===== config.mk =====
export PLATFORM = sky130hd
export DESIGN_NAME = audtx_serializer
export DESIGN_NICKNAME = d
export VERILOG_FILES = /design/src/rtl/audtx_pkg.sv /design/src/rtl/audtx_ctrl.sv /design/src/rtl/audtx_lane.sv /design/src/rtl/audtx_serializer.sv
export SDC_FILE = /design/constraint.sdc
export NUM_CORES = 1
export LEC_CHECK = 0
export CORE_AREA = 4 4 210 212
export DETAILED_ROUTE_END_ITERATION = 8
export DIE_AREA = 0 0 214 216
export HOLD_SLACK_MARGIN = 0.1
export PLACE_DENSITY = 0.57
export SETUP_SLACK_MARGIN = 0.02
export SKIP_LAST_GASP = 1
export SYNTH_ARGS = -nofsm -noshare
export SYNTH_HDL_FRONTEND = slang
export SYNTH_SLANG_ARGS = --single-unit

===== constraint.sdc =====
create_clock -name bitClk -period 4 [get_ports bitClk]
set_clock_uncertainty 0.2 [all_clocks]
set_input_delay 0.8 -clock bitClk [delete_from_list [all_inputs] [get_ports bitClk]]
set_output_delay 0.8 -clock bitClk [all_outputs]
set_load 0.01 [all_outputs]

===== src/rtl/audtx_pkg.sv =====
package audtx_pkg;

  localparam int SAMPLE_W = 32;

  typedef enum logic [1:0] {
    FMT_TDM = 2'd0,
    FMT_I2S = 2'd1,
    FMT_LJ  = 2'd2
  } fmt_e;

  typedef enum logic [1:0] {
    KEEP_OFF     = 2'd0,
    KEEP_ON      = 2'd1,
    KEEP_LSB     = 2'd2,
    KEEP_LSB_EXT = 2'd3
  } keep_e;

  // Strobes from the control to each lane datapath.
  typedef struct packed {
    logic load;     // take a new word, emit its MSB
    logic shift;    // emit the next bit of the current word
    logic drive;    // this bit belongs to an enabled slot
    logic lsb;      // this bit is the last of its word
    logic postLsb;  // the previous bit was a driven LSB
  } strobe_t;

  function automatic fmt_e decodeFmt(input logic [1:0] code);
    case (code)
      2'd1:    return FMT_I2S;
      2'd2:    return FMT_LJ;
      default: return FMT_TDM;
    endcase
  endfunction

  function automatic logic [5:0] wordLast(input logic [1:0] code);
    case (code)
      2'd0:    return 6'd15;
      2'd1:    return 6'd23;
      default: return 6'd31;
    endcase
  endfunction

endpackage


===== src/rtl/audtx_ctrl.sv =====
module audtx_ctrl
  import audtx_pkg::*;
#(
  parameter int NUM_SLOTS = 8
) (
  input  logic                         bitClk,
  input  logic                         rstN,
  input  logic                         frameSync,
  input  logic [1:0]                   cfgFormat,
  input  logic [1:0]                   cfgWordLen,
  input  logic [4:0]                   cfgOffset,
  input  logic [NUM_SLOTS-1:0]         slotEnable,
  output strobe_t                      nextStrb,
  output strobe_t                      strb,
  output logic [$clog2(NUM_SLOTS)-1:0] nextSlot
);

  localparam int SLOT_W = $clog2(NUM_SLOTS);
  localparam logic [SLOT_W-1:0] LAST_TDM_SLOT = SLOT_W'(NUM_SLOTS - 1);

  fmt_e              fmt;
  logic              fsPrev;
  logic              startEvt;
  logic              halfSel;
  logic [5:0]        startDelay;
  logic [5:0]        wlLast;
  logic [SLOT_W-1:0] startSlot;

  logic              waiting, waitingN;
  logic [5:0]        waitCnt, waitCntN;
  logic              running, runningN;
  logic [5:0]        bitIdx, bitIdxN;
  logic [SLOT_W-1:0] slotIdx, slotIdxN;
  logic [SLOT_W-1:0] lastSlot, lastSlotN;
  logic              loadN, shiftN;
  logic              enabledN;

  // Frame and half-frame start detection.
  always_comb begin
    fmt        = decodeFmt(cfgFormat);
    startEvt   = (fmt == FMT_TDM) ? (frameSync & ~fsPrev) : (frameSync ^ fsPrev);
    halfSel    = (fmt == FMT_I2S) ? frameSync : ~frameSync;
    startDelay = {1'b0, cfgOffset} + {5'd0, fmt == FMT_I2S};
    wlLast     = wordLast(cfgWordLen);
    startSlot  = (fmt == FMT_TDM) ? '0 : SLOT_W'(halfSel);
  end

  // Sequencer: wait out the start delay, then walk bits and slots.
  always_comb begin
    waitingN  = waiting;
    waitCntN  = waitCnt;
    runningN  = running;
    bitIdxN   = bitIdx;
    slotIdxN  = slotIdx;
    lastSlotN = lastSlot;
    loadN     = 1'b0;
    shiftN    = 1'b0;
    if (startEvt) begin
      slotIdxN  = startSlot;
      lastSlotN = (fmt == FMT_TDM) ? LAST_TDM_SLOT : startSlot;
      runningN  = 1'b0;
      bitIdxN   = '0;
      if (startDelay == 6'd0) begin
        waitingN = 1'b0;
        runningN = 1'b1;
        loadN    = 1'b1;
      end else begin
        waitingN = 1'b1;
        waitCntN = startDelay - 6'd1;
      end
    end else if (waiting) begin
      if (waitCnt == 6'd0) begin
        waitingN = 1'b0;
        runningN = 1'b1;
        bitIdxN  = '0;
        loadN    = 1'b1;
      end else begin
        waitCntN = waitCnt - 6'd1;
      end
    end else if (running) begin
      if (bitIdx == wlLast) begin
        if (slotIdx == lastSlot) begin
          runningN = 1'b0;
        end else begin
          slotIdxN = slotIdx + 1'b1;
          bitIdxN  = '0;
          loadN    = 1'b1;
        end
      end else begin
        bitIdxN = bitIdx + 6'd1;
        shiftN  = 1'b1;
      end
    end
  end

  always_comb begin
    enabledN         = runningN & slotEnable[slotIdxN];
    nextStrb.load    = loadN;
    nextStrb.shift   = shiftN;
    nextStrb.drive   = enabledN;
    nextStrb.lsb     = enabledN & (bitIdxN == wlLast);
    nextStrb.postLsb = strb.lsb;
    nextSlot         = slotIdxN;
  end

  always_ff @(negedge bitClk or negedge rstN) begin
    if (!rstN) begin
      fsPrev   <= 1'b0;
      waiting  <= 1'b0;
      waitCnt  <= '0;
      running  <= 1'b0;
      bitIdx   <= '0;
      slotIdx  <= '0;
      lastSlot <= '0;
      strb     <= '0;
    end else begin
      fsPrev   <= frameSync;
      waiting  <= waitingN;
      waitCnt  <= waitCntN;
      running  <= runningN;
      bitIdx   <= bitIdxN;
      slotIdx  <= slotIdxN;
      lastSlot <= lastSlotN;
      strb     <= nextStrb;
    end
  end

endmodule


===== src/rtl/audtx_lane.sv =====
module audtx_lane
  import audtx_pkg::*;
#(
  parameter int NUM_SLOTS = 8
) (
  input  logic                                bitClk,
  input  logic                                rstN,
  input  strobe_t                             nextStrb,
  input  strobe_t                             strb,
  input  logic [$clog2(NUM_SLOTS)-1:0]        nextSlot,
  input  logic [NUM_SLOTS-1:0][SAMPLE_W-1:0]  samples,
  input  logic                                cfgLsbHalf,
  input  logic [1:0]                          cfgKeeper,
  output logic                                txData,
  output logic                                txOe,
  output logic                                keeperEn
);

  logic [SAMPLE_W-1:0] shiftReg;
  logic [SAMPLE_W-1:0] picked;
  logic                dataBit;
  logic                halfCut;

  assign picked = samples[nextSlot];

  // Shift register: launch one bit per falling edge.
  always_ff @(negedge bitClk or negedge rstN) begin
    if (!rstN) begin
      shiftReg <= '0;
      dataBit  <= 1'b0;
    end else if (nextStrb.load) begin
      dataBit  <= nextStrb.drive & picked[SAMPLE_W-1];
      shiftReg <= picked << 1;
    end else if (nextStrb.shift) begin
      dataBit  <= nextStrb.drive & shiftReg[SAMPLE_W-1];
      shiftReg <= shiftReg << 1;
    end else begin
      dataBit  <= 1'b0;
    end
  end

  // Pin stage: half-cycle release and keeper window use the clock level.
  always_comb begin
    halfCut = cfgLsbHalf & strb.lsb & bitClk;
    txOe    = strb.drive & ~halfCut;
    txData  = dataBit;
    case (keep_e'(cfgKeeper))
      KEEP_OFF:     keeperEn = 1'b0;
      KEEP_ON:      keeperEn = 1'b1;
      KEEP_LSB:     keeperEn = strb.lsb;
      KEEP_LSB_EXT: keeperEn = strb.lsb | (strb.postLsb & ~bitClk);
      default:      keeperEn = 1'b0;
    endcase
  end

endmodule


===== src/rtl/audtx_serializer.sv =====
module audtx_serializer
  import audtx_pkg::*;
#(
  parameter int NUM_LANES = 2,
  parameter int NUM_SLOTS = 8
) (
  input  logic                                               bitClk,
  input  logic                                               rstN,
  input  logic                                               frameSync,
  input  logic [1:0]                                         cfgFormat,
  input  logic [1:0]                                         cfgWordLen,
  input  logic [4:0]                                         cfgOffset,
  input  logic                                               cfgLsbHalf,
  input  logic [1:0]                                         cfgKeeper,
  input  logic [NUM_SLOTS-1:0]                               slotEnable,
  input  logic [NUM_LANES-1:0][NUM_SLOTS-1:0][SAMPLE_W-1:0]  laneSamples,
  output logic [NUM_LANES-1:0]                               txData,
  output logic [NUM_LANES-1:0]                               txOe,
  output logic [NUM_LANES-1:0]                               keeperEn
);

  localparam int SLOT_W = $clog2(NUM_SLOTS);

  strobe_t           ctrlNext;
  strobe_t           ctrlStrb;
  logic [SLOT_W-1:0] ctrlSlot;

  audtx_ctrl #(.NUM_SLOTS(NUM_SLOTS)) u_ctrl (
    .bitClk     (bitClk),
    .rstN       (rstN),
    .frameSync  (frameSync),
    .cfgFormat  (cfgFormat),
    .cfgWordLen (cfgWordLen),
    .cfgOffset  (cfgOffset),
    .slotEnable (slotEnable),
    .nextStrb   (ctrlNext),
    .strb       (ctrlStrb),
    .nextSlot   (ctrlSlot)
  );

  for (genvar g = 0; g < NUM_LANES; g++) begin : g_lane
    audtx_lane #(.NUM_SLOTS(NUM_SLOTS)) u_lane (
      .bitClk     (bitClk),
      .rstN       (rstN),
      .nextStrb   (ctrlNext),
      .strb       (ctrlStrb),
      .nextSlot   (ctrlSlot),
      .samples    (laneSamples[g]),
      .cfgLsbHalf (cfgLsbHalf),
      .cfgKeeper  (cfgKeeper),
      .txData     (txData[g]),
      .txOe       (txOe[g]),
      .keeperEn   (keeperEn[g])
    );
  end

endmodule


== Word-level counts from Yosys, hierarchy flattened ==
Cells that the tools add are included.

* Input port bits: 535
* Register bits after elaboration: 90
* Output and inout port bits: 6
* Word-level logic and storage cells: 113

* Order comparisons: 1
* Eq/ne operators: 12
* Bitwise operators: 17
* Add/subtract/negate cells: 5
* Reduce and logical (&&, ||, !) cells: 8
* Mux-type cells: 56

{| class="wikitable"
|+ Operators by type and width
! kind !! number
|-
| $bmux 32 s3 || 2
|-
| $mux 32 || 6
|-
| $mux 6 || 10
|-
| $mux 1 || 28
|-
| $mux 3 || 6
|-
| $eq 6x5->1 || 2
|-
| $logic_not 6->1 || 2
|-
| $sub 6x1->6 const B || 2
|-
| $and 1x1->1 || 11
|-
| $pmux 5 s2 || 1
|-
| $eq 2x1->1 const B || 4
|-
| $add 5x1->6 || 1
|-
| $add 6x1->6 const B || 1
|-
| $eq 2x2->1 const B || 3
|-
| $logic_not 2->1 || 3
|-
| $lt 3x4->1 const B || 1
|-
| $not 1->1 || 4
|-
| $pmux 1 s4 || 1
|-
| $pmux 2 s2 || 1
|-
| $reduce_bool 2->1 || 2
|-
| $add 3x1->3 const B || 1
|-
| $bmux 1 s3 || 1
|-
| $eq 3x3->1 || 1
|-
| $reduce_and 3->1 || 1
|-
| other kinds (4) || 4
|}

== Depth between registers and ports, before layout ==
Gate-level depths: netlist of the first run.

* Word-level depth: 13
* Gate-level depth with buffers: 18
* Mapped depth without buffers: 17

== Hierarchy ==
From an unflattened synthesis of the first run, not the netlist that was laid out.

* Cell total of the unflattened synthesis: 861
* Area total of the unflattened synthesis: 8963.6 µm²

{| class="wikitable"
|+ By module, submodules not included
! module !! times used !! area each (µm²) !! cells an instance
|-
| audtx_lane || 2 || 3616.0 || 334
|-
| audtx_ctrl || 1 || 1731.7 || 193
|}

==> results_dict.tcl, run 1 <==
set metrics [dict create \
    die_x_microns 214 \
    min_from "u_ctrl.waitCnt[5]$_DFFE_NN0P_" \
    drt_iter0_drc 818 \
    grt_max_degree 48 \
    power_mw 5.991 \
    ys_dominant_reg_cell "dfrtn_1" \
    yosys_warnings 0 \
    syn_area_sq_um 8009 \
    holdPathStages 2 \
    clock_latency_ps 480 \
    worstPathArrival_ps 3770 \
    fin_area_sq_um 18560 \
    synth_xor_xnor_area_share 0.008749 \
    run_status "complete, but fails checks" \
    synth_common_cells "nand2_1 (268), dfrtn_1 (87), mux2i_1 (74)" \
    vias 11900 \
    path_max_fanout 15 \
    synth_nets 1601 \
    tightest_slew_ps 637.9 \
    r2r_start "u_ctrl.lastSlot[1]$_DFFE_NN0N_" \
    p_seq_frac 0.256 \
    synthMuxAreaShare 0.09530 \
    grt_pass1_wl_mm 80.81 \
    drv_slew 0 \
    hold_ws_ps 248.2 \
    clockPowerShare 0.227 \
    path_buf_inv 3 \
    yosysMostFrequentCell "nand2_1" \
    switching_share 0.3630 \
    synth_cells 1059 \
    synth_adder_area_share 0.01094 \
    synthArstFlopShare 1.000 \
    gp_congestion 0.9307 \
    final.setup.worst_slack_ps -1639 \
    cts_tree "built" \
    ant_nets 0 \
    final_nets 2278 \
    antenna_found_initial 10 \
    synth_compound_area_frac 0.3653 \
    cts_hold_buf 0 \
    drtPass1Iterations 5 \
    grtUsageTotal 0.2307 \
    synth_top_family_by_area "compound AO/OA/AOI/OAI gates" \
    crit_family "simple AND/OR/NAND/NOR gates" \
    dpl.hpwl_mm 39.24 \
    hp-class "reg2reg" \
    synth.avg_cell_area_sq_um 7.563 \
    rsz0062_at_grt "true" \
    drcViolationCount 0 \
    ioPinCount 541 \
    r2r-end "g_lane[0].u_lane.shiftReg[26]$_DFFE_NN0P_" \
    min_to "u_ctrl.waitCnt[5]$_DFFE_NN0P_" \
    row_count 75 \
    synth-simple-area-share 0.1778 \
    start_util 0.1909 \
    reg2reg_slack_ps 10 \
    end_kind "flop" \
    hold_violations 0 \
    violations "setup timing" \
    cap_viol_max_count 0 \
    ys_seq_elements 87 \
    yosys.area.top_type "dfrtn_1" \
    slew_headroom 0.5748 \
    dp.cells 2154 \
    drive_above_1_share 0.2583 \
    critical_path.cell_chain "buf_8, nor2_4, o21ai_1, or4b_4, or4_4, a311o_1, and2_4, buf_12, bufbuf_16, mux2i_1, o211ai_1, o21ai_2, a31oi_1" \
    ir_worst_vdd_v 0.0001983 \
    core_sq_um 41950 \
    first_global_vias 12750 \
    postPlaceCellArea_sq_um 15060 \
    globalRouteOverflowTotal 0 \
    area_growth_pct 131.7 \
    reg2reg_depth 12 \
    clk_pin_slew_worst_paths_ps 60 \
    leakage_nw 7.482 \
    power_switching_mw 2.175 \
    wirelength_mm 57.19 \
    worstPathRequired_ps 2130 \
    crit_slowest_cell "or4b_4" \
    detail_route.wl_per_cell_microns 25.02 \
    synthTopCellsByArea "dfrtn_1 (27%), nand2_1 (13%), mux2i_1 (9.2%)" \
    critical_path_class "in2reg" \
    routed_via_density 5.207 \
    synth_edf_count 0 \
    ys_seq_area_frac 0.2718 \
    layoutNonFillerInstCount 2286 \
    die_height_microns 216 \
    power_density_nw_per_um2 322.8 \
    post-synth-top-area-fraction 0.2718 \
    yosysUniqueCellTypes 59 \
    cpPeakStageDelay_ps 520 \
    fp.dieArea_sq_um 46220 \
    setup_viol 88 \
    port_buffers 540 \
    cp-start-kind "primary input" \
    combPwrFrac 0.517 \
    finalSetupTns_ps -107100 \
    intPower_mw 3.816 \
]
==> final cells by class <==
| type | count | area (sq um) |
|---|---|---|
| sequential | 87 | 2177 |
| clock buffer | 25 | 521.8 |
| antenna | 5 | 12.51 |
| tap | 539 | 674.4 |
| clock inverter | 7 | 87.58 |
| multi-input combinational | 850 | 6550 |
| fill | 4005 | 23390 |
| timing repair buffer | 760 | 8449 |
| inverter | 13 | 86.33 |
==> cells in the final DEF, fill, tap and decap left out, drive strengths merged, types with 57 or more instances in the layout <==
master	netlist	routed
buf	46	224
clkdlybuf4s50	0	524
a221oi	65	65
mux2i	74	74
dfrtn	87	87
nand2	268	269
a31oi	57	57
o21ai	70	70
o211ai	61	61
a21oi	74	74
==> worst register-to-register path: cells and delay by family, from the launching register on <==
family / cells / cell delay (ps)
AO/OA/AOI/OAI: 5 / 1200
buffers and inverters: 2 / 490
flip-flops: 1 / 380
multiplexers: 1 / 270
AND/OR/NAND/NOR: 4 / 1310
==> how the worst max path moves through the flow <==
stage / from / to / slack, ps / depth (start not counted)
2_1_floorplan: cfgWordLen[1] / g_lane[1].u_lane.shiftReg[10]$_DFFE_NN0P_ / -1690 / 12
6_report: cfgWordLen[0] / g_lane[0].u_lane.shiftReg[26]$_DFFE_NN0P_ / -1640 / 13
3_5_place_dp: cfgWordLen[1] / g_lane[1].u_lane.shiftReg[9]$_DFFE_NN0P_ / -2860 / 11
4_1_cts: cfgWordLen[1] / g_lane[1].u_lane.txData$_DFF_NN0_ / -1450 / 13
3_3_place_gp: cfgWordLen[1] / g_lane[1].u_lane.shiftReg[9]$_DFFE_NN0P_ / -2840 / 11
5_1_grt: cfgWordLen[1] / g_lane[0].u_lane.shiftReg[26]$_DFFE_NN0P_ / -1660 / 13
==> power groups by stage <==
stage	clock (mW)	combinational, mW	sequential, mW
after global routing	1.45	3.33	1.58
after global placement	0.0115	2.38	1.51
after detailed placement	0.0115	2.40	1.52
after CTS	1.42	2.88	1.52
after floorplan	0.00977	1.23	1.44
final	1.36	3.10	1.53
==> layer usage <==
layer / GRT usage / vias to the layer above / share of wire
li1: - / 5407 / -
met1: 0.2739 / 5767 / 0.40
met2: 0.3990 / 603 / 0.50
met3: 0.05752 / 117 / 0.071
met4: 0.09553 / 10 / 0.031
met5: 0 / - / 0.0012
==> logic make-up (layout without fill, tap and decap cells) <==
logic type	Yosys count	after routing
AO/OA/AOI/OAI	412	412
XOR/XNOR	8	8
adder cells (fa/ha/maj)	7	7
buffers and inverters	125	805
flip-flops	87	87
multiplexers	76	76
other	0	5
AND/OR/NAND/NOR	344	347
==> through the flow <==
stage          worst slack (ps)    util
6_report                  -1639  0.4424
5_1_grt                   -1659  0.4424
4_1_cts                   -1454  0.4211
3_5_place_dp              -2861  0.3591
3_3_place_gp              -2838  0.3591
2_1_floorplan             -1695       -
==> flip-flops by register name (all words and copies together), names as in the netlist <==
register                cells
u_ctrl.strb                 2
g_lane.u_lane.txData        2
u_ctrl.bitIdx               6
u_ctrl.waitCnt              6
u_ctrl.slotIdx              3
u_ctrl.nextStrb             1
u_ctrl.running              1
u_ctrl.fsPrev               1
g_lane.u_lane.shiftReg     62
u_ctrl.waiting              1
u_ctrl.lastSlot             2
==> repair_timing <==
| item | in CTS | in global routing |
|---|---|---|
| pin swaps | 52 | 62 |
| endpoints found under the setup margin | 90 | 89 |
| buffers inserted | 55 | 24 |
| resized for setup | 264 | 119 |
| gates cloned | 24 | 10 |
Power figures use the tool's default switching activity.
==> run 2, diff against run 1 <==
--- a/config.mk
+++ b/config.mk
@@ -10,6 +10,7 @@
 export DIE_AREA = 0 0 214 216
 export HOLD_SLACK_MARGIN = 0.1
 export PLACE_DENSITY = 0.57
+export RECOVER_POWER = 100
 export SETUP_SLACK_MARGIN = 0.02
 export SKIP_LAST_GASP = 1
 export SYNTH_ARGS = -nofsm -noshare
==> run 2 against run 1 <==
Against the previous run:
- the flow still finishes with violations (setup timing)
- critical path depth stayed put
- global-route usage unchanged
- sequential power is essentially flat
- power hardly changed
- via count grew 0.43%
- flip-flop and latch count unchanged
- clock-buffer cell count is the same
- largest power group unchanged
==> results_dict.tcl, run 2 (synthesis results as in run 1) <==
set metrics [dict create \
    path_max_fanout 15 \
    path_buf_inv 4 \
    ant_nets 0 \
    slew_headroom 0.1126 \
    cpPeakStageDelay_ps 580 \
    setup_viol 88 \
    r2r-end "g_lane[0].u_lane.shiftReg[26]$_DFFE_NN0P_" \
    top_register "g_lane.u_lane.shiftReg" \
    port_buffers 540 \
    power_mw 5.989 \
    core_sq_um 41950 \
    critical_path.cell_chain "buf_8, inv_2, a21oi_1, or4b_4, or4_4, a311o_1, and2_4, buf_12, bufbuf_16, mux2i_1, o211ai_1, o21ai_2, a31oi_1" \
    die_x_microns 214 \
    largest_reg_flops 62 \
    r2r_start "u_ctrl.bitIdx[0]$_DFF_NN0_" \
    antenna_found_initial 10 \
    routed_via_density 5.230 \
    min_from "u_ctrl.waitCnt[5]$_DFFE_NN0P_" \
    detail_route.wl_per_cell_microns 25.04 \
    ioPinCount 541 \
    min_to "u_ctrl.waitCnt[5]$_DFFE_NN0P_" \
    crit_family "simple AND/OR/NAND/NOR gates" \
    leakage_nw 7.460 \
    worstPathRequired_ps 2130 \
    run_status "complete, but fails checks" \
    grtUsageTotal 0.2307 \
    crit_slowest_cell "or4b_4" \
    reg_top3 "g_lane.u_lane.shiftReg (62), u_ctrl.bitIdx (6), u_ctrl.waitCnt (6)" \
    fp.dieArea_sq_um 46220 \
    vias 11960 \
    worstPathArrival_ps 3760 \
    clock_latency_ps 480 \
    critical_path_class "in2reg" \
    hp-class "reg2reg" \
    cts_tree "built" \
    die_height_microns 216 \
    row_count 75 \
    final_cell_mix "clkdlybuf4s50_1 (524), nand2_1 (259), buf_4 (102), dfrtn_1 (87), o211ai_1 (61)" \
    violations "setup timing" \
    final.setup.worst_slack_ps -1633 \
    drcViolationCount 0 \
    cp-start-kind "primary input" \
    start_util 0.1909 \
    holdPathStages 2 \
    end_kind "flop" \
    globalRouteOverflowTotal 0 \
    rsz0062_at_grt "true" \
    first_global_vias 12750 \
    finalSetupTns_ps -108190 \
    power_density_nw_per_um2 323.6 \
    wirelength_mm 57.24 \
    gp_congestion 0.9307 \
    hold_violations 0 \
    dpl.hpwl_mm 39.24 \
    ir_worst_vdd_v 0.0002001 \
    drt_iter0_drc 753 \
    drtPass1Iterations 5 \
    reg2reg_depth 12 \
    final_nets 2278 \
    clk_pin_slew_worst_paths_ps 60 \
    drive_above_1_share 0.2572 \
    area_growth_pct 131.0 \
    final_common_cell "clkdlybuf4s50_1" \
    tightest_slew_ps 1331 \
    drv_slew 0 \
    reg2reg_slack_ps 10 \
    cap_viol_max_count 0 \
    grt_max_degree 48 \
    grt_pass1_wl_mm 80.81 \
    crit_cells 13 \
]
[run 2: changes by cell type in the layout (fill, tap and decap cells not counted), moves of 2 or more]
cell and change:
clkbuf_2 +3, buf_12 -2, buf_4 -2, clkbuf_1 +2
[run 2: stage by stage]
step	std cells	setup slack, ps	hold WS, ps	instance area (sq um)	util
CTS	2259	-1454	242.8	17660	0.4211
finish	2286	-1633	248.5	18500	0.4411
detailed placement	2154	-2861	168.6	15060	0.3591
global placement	2154	-2838	169.6	15060	0.3591
floorplan	1059	-1695	134.5	8367	-
global route	2286	-1659	281.0	18500	0.4411
[run 2: timing repair]
item / CTS / global route
gates cloned: 24 / 10
setup endpoints to repair: 90 / 89
hold buffers: 0 / 0
resized for setup: 264 / 119
buffers inserted: 55 / 24
pin swaps: 52 / 62
[run 2: report_power, final]
group	internal (mW)	leakage (nW)	switching, mW	total, mW
Clock	0.828	0.310	0.532	1.36
Sequential	1.28	1.04	0.254	1.54
Combinational	1.70	6.11	1.39	3.09
Total	3.81	7.46	2.18	5.99
[run 2: routing by layer]
metal | share of wire | vias up | track usage
met5 | 0.0012 | - | 0
met1 | 0.40 | 5800 | 0.2739
met2 | 0.50 | 621 | 0.3990
li1 | - | 5407 | -
met3 | 0.070 | 117 | 0.05752
met4 | 0.031 | 10 | 0.09553
[run 2: final cells by class]
class                      count  area, sq um
antenna                        5        12.51
clock buffer                  25        521.8
clock inverter                 7        87.58
fill                        4012        23440
inverter                      13        86.33
multi-input combinational    850         6540
sequential                    87         2177
tap                          539        674.4
timing repair buffer         760         8404
[run 2: worst max path at each step]
stage                        startpoint                                         to  slack [ps]
after floorplan           cfgWordLen[1]  g_lane[1].u_lane.shiftReg[10]$_DFFE_NN0P_       -1690
after global placement    cfgWordLen[1]   g_lane[1].u_lane.shiftReg[9]$_DFFE_NN0P_       -2840
after detailed placement  cfgWordLen[1]   g_lane[1].u_lane.shiftReg[9]$_DFFE_NN0P_       -2860
after CTS                 cfgWordLen[1]          g_lane[1].u_lane.txData$_DFF_NN0_       -1450
after global routing      cfgWordLen[1]  g_lane[0].u_lane.shiftReg[26]$_DFFE_NN0P_       -1660
final                     cfgWordLen[1]  g_lane[0].u_lane.shiftReg[26]$_DFFE_NN0P_       -1630
[run 2: tightest hold or removal path, cell delays in order (launching register included)]
cell     delay, ps
dfrtn_1        430
o21ai_2         60
o31ai_2         50
==> run 3, diff against run 2 <==
--- a/config.mk
+++ b/config.mk
@@ -11,6 +11,7 @@
 export HOLD_SLACK_MARGIN = 0.1
 export PLACE_DENSITY = 0.57
 export RECOVER_POWER = 100
+export REMOVE_ABC_BUFFERS = 1
 export SETUP_SLACK_MARGIN = 0.02
 export SKIP_LAST_GASP = 1
 export SYNTH_ARGS = -nofsm -noshare
==> constraint.sdc (replaced) <==
create_clock -name bitClk -period 6.2 [get_ports bitClk]
set_clock_uncertainty 0.2 [all_clocks]
set_input_delay 1.24 -clock bitClk [delete_from_list [all_inputs] [get_ports bitClk]]
set_output_delay 1.24 -clock bitClk [all_outputs]
set_load 0.01 [all_outputs]
==> run 3 against run 2 <==
Against the previous run:
- the run ends with capacitance limit, setup timing left
- final cell count decreased by 0.57%
- critical path depth increased by 2
- non-clock buffer count decreased by 7
- clock power decreased by 38%
- flip-flop and latch count unchanged
- power decreased by 40%
- die area unchanged
- sequential share of layout area increased by 0.69 points
- first-iteration DRC count increased by 8.9%
==> results_dict.tcl, run 3 (synthesis results as in run 1) <==
set metrics [dict create \
    run_status "complete, but fails checks" \
    violations "capacitance limit, setup timing" \
    dpl.hpwl_mm 35.92 \
    worstPathRequired_ps 3250 \
    final_nets 2270 \
    hp-class "reg2reg" \
    reg2reg_slack_ps 2390 \
    tightest_slew_ps 1491 \
    fillers 4199 \
    wirelength_mm 51.02 \
    globalRouteOverflowTotal 0 \
    crit_path_end "u_ctrl.strb[2]$_DFF_NN0_" \
    critical_path.cell_chain "buf_8, buf_6, inv_2, a21oi_2, or4b_4, or4_4, a311o_1, and2_4, clkinv_8, buf_4, buf_6, mux2i_1, o211ai_1, a31o_4, and2_1" \
    cts_hold_buf 0 \
    dr_wl_met2_mm 25.54 \
    die_x_microns 214 \
    cts_tree "built" \
    grtUsageTotal 0.2001 \
    fp.dieArea_sq_um 46220 \
    multi_input_area_sq_um 6043 \
    clk_pin_slew_worst_paths_ps 50 \
    r2r-end "u_ctrl.strb[2]$_DFF_NN0_" \
    m1WireLength_mm 20.70 \
    final_common_cell "clkdlybuf4s50_1" \
    final_cell_mix "clkdlybuf4s50_1 (525), nand2_1 (263), buf_4 (140), dfrtn_1 (87), mux2i_1 (71)" \
    crit_slowest_cell "or4b_4" \
    clock_latency_ps 500 \
    ioPinCount 541 \
    hold_ws_ps 247.0 \
    maxUsedRoutingLayer "met4" \
    first_global_vias 12350 \
    cp-start-kind "primary input" \
    vias 11550 \
    start_util 0.1909 \
    rsz0062_at_grt "true" \
    cpPeakStageDelay_ps 530 \
    r2r_start "u_ctrl.bitIdx[0]$_DFF_NN0_" \
    largest_reg_flops 62 \
    setup_viol 69 \
    row_count 75 \
    ir_worst_vdd_v 0.0001610 \
    grt_max_degree 44 \
    final.setup.worst_slack_ps -871.0 \
    top_register "g_lane.u_lane.shiftReg" \
    worstPathArrival_ps 4120 \
    postPlaceCellArea_sq_um 15080 \
    drive_above_1_share 0.2238 \
    wl_met3_mm 3.456 \
    n_antenna_cell 0 \
    grt_pass1_wl_mm 71.88 \
    reg2reg_depth 13 \
    drt_iter0_drc 820 \
    gp_congestion 0.8884 \
    die_height_microns 216 \
    power_density_nw_per_um2 205.6 \
    drcViolationCount 0 \
    ant_nets 0 \
    detail_route.wl_per_cell_microns 22.45 \
    routed_via_density 5.081 \
    end_kind "flop" \
    path_max_fanout 7 \
    cp-startpoint "cfgWordLen[1]" \
    drtPass1Iterations 5 \
    cp_common_cell "buf_6" \
    cap_viol_max_count 1 \
    slew_headroom 0.006200 \
    hold_violations 0 \
    drv_slew 0 \
    antenna_found_initial 1 \
    port_buffers 540 \
    reg_top3 "g_lane.u_lane.shiftReg (62), u_ctrl.bitIdx (6), u_ctrl.waitCnt (6)" \
    leakage_nw 7.196 \
    fin_area_sq_um 17480 \
    core_sq_um 41950 \
    critical_path_class "in2reg" \
    area_growth_pct 118.2 \
    seq_area_sq_um 2177 \
]
==> run 3: cell types whose count changed in the layout (fill, tap and decap cells not counted), moves of 8 or more <==
| cell | change |
|---|---|
| buf_4 | +38 |
| buf_6 | -22 |
| a221oi_1 | +17 |
| mux2i_1 | +13 |
| buf_8 | -11 |
| a221oi_4 | -10 |
| a21oi_1 | +9 |
| buf_12 | -9 |
| o21ai_1 | -9 |
| mux2i_2 | -8 |
==> run 3: report_power, final <==
part	internal [mW]	total [mW]	leakage (nW)	switching (mW)
Sequential	0.827	0.987	1.04	0.160
Combinational	0.979	1.76	5.83	0.778
Clock	0.520	0.850	0.327	0.330
Total	2.33	3.59	7.20	1.27
==> run 3: metal layers <==
metal,up-vias,track usage
met5,-,0.001042
met4,0,0.06484
met3,85,0.05232
met2,494,0.3597
met1,5592,0.2324
li1,5378,-
==> run 3: cell type report <==
cell class              count  share of cell area
flip-flops and latches     87              0.1246
clock buffers              27             0.03279
repair buffers            753              0.4502
inverters                  13            0.004224
well taps                 539             0.03859
multi-input cells         847              0.3458
clock inverters             7            0.003866
==> run 3: how the worst min path moves through the flow <==
stage	from	to	slack [ps]	cells past startpoint
5_1_grt	u_ctrl.waitCnt[0]$_DFFE_NN0P_	u_ctrl.waitCnt[0]$_DFFE_NN0P_	290	2
4_1_cts	u_ctrl.waitCnt[0]$_DFFE_NN0P_	u_ctrl.waitCnt[0]$_DFFE_NN0P_	250	2
6_report	u_ctrl.waitCnt[0]$_DFFE_NN0P_	u_ctrl.waitCnt[0]$_DFFE_NN0P_	250	2
3_3_place_gp	u_ctrl.nextStrb[0]$_DFF_NN0_	u_ctrl.strb[0]$_DFF_NN0_	180	0
2_1_floorplan	u_ctrl.nextStrb[0]$_DFF_NN0_	u_ctrl.strb[0]$_DFF_NN0_	130	0
3_5_place_dp	u_ctrl.nextStrb[0]$_DFF_NN0_	u_ctrl.strb[0]$_DFF_NN0_	190	0
==> run 3: repair_timing <==
action / CTS / global route
buffers inserted: 38 / 12
pin swaps: 81 / 46
gates cloned: 10 / 11
endpoints found under the setup margin: 87 / 84
gates resized for setup: 168 / 96
endpoints found under the hold margin: 0 / 0
==> run 3: critical path, delay by kind of cell <==
| family | cells | cell delay (ps) |
|---|---|---|
| buf+inv | 6 | 550 |
| simple gates | 4 | 1360 |
| compound gates | 4 | 800 |
| mux | 1 | 170 |
==> run 3: stage by stage <==
stage | instances | setup slack, ps | setup TNS [ps] | util | power (mW)
detailed placement | 2183 | -1929 | -133090 | 0.3596 | 2.514
global placement | 2183 | -1917 | -132560 | 0.3596 | 2.479
CTS | 2257 | -823.8 | -50590 | 0.4020 | 3.538
global route | 2273 | -913.9 | -56050 | 0.4167 | 3.842
finish | 2273 | -871.0 | -51470 | 0.4167 | 3.593
floorplan | 947 | -6240 | -394840 | - | 1.699
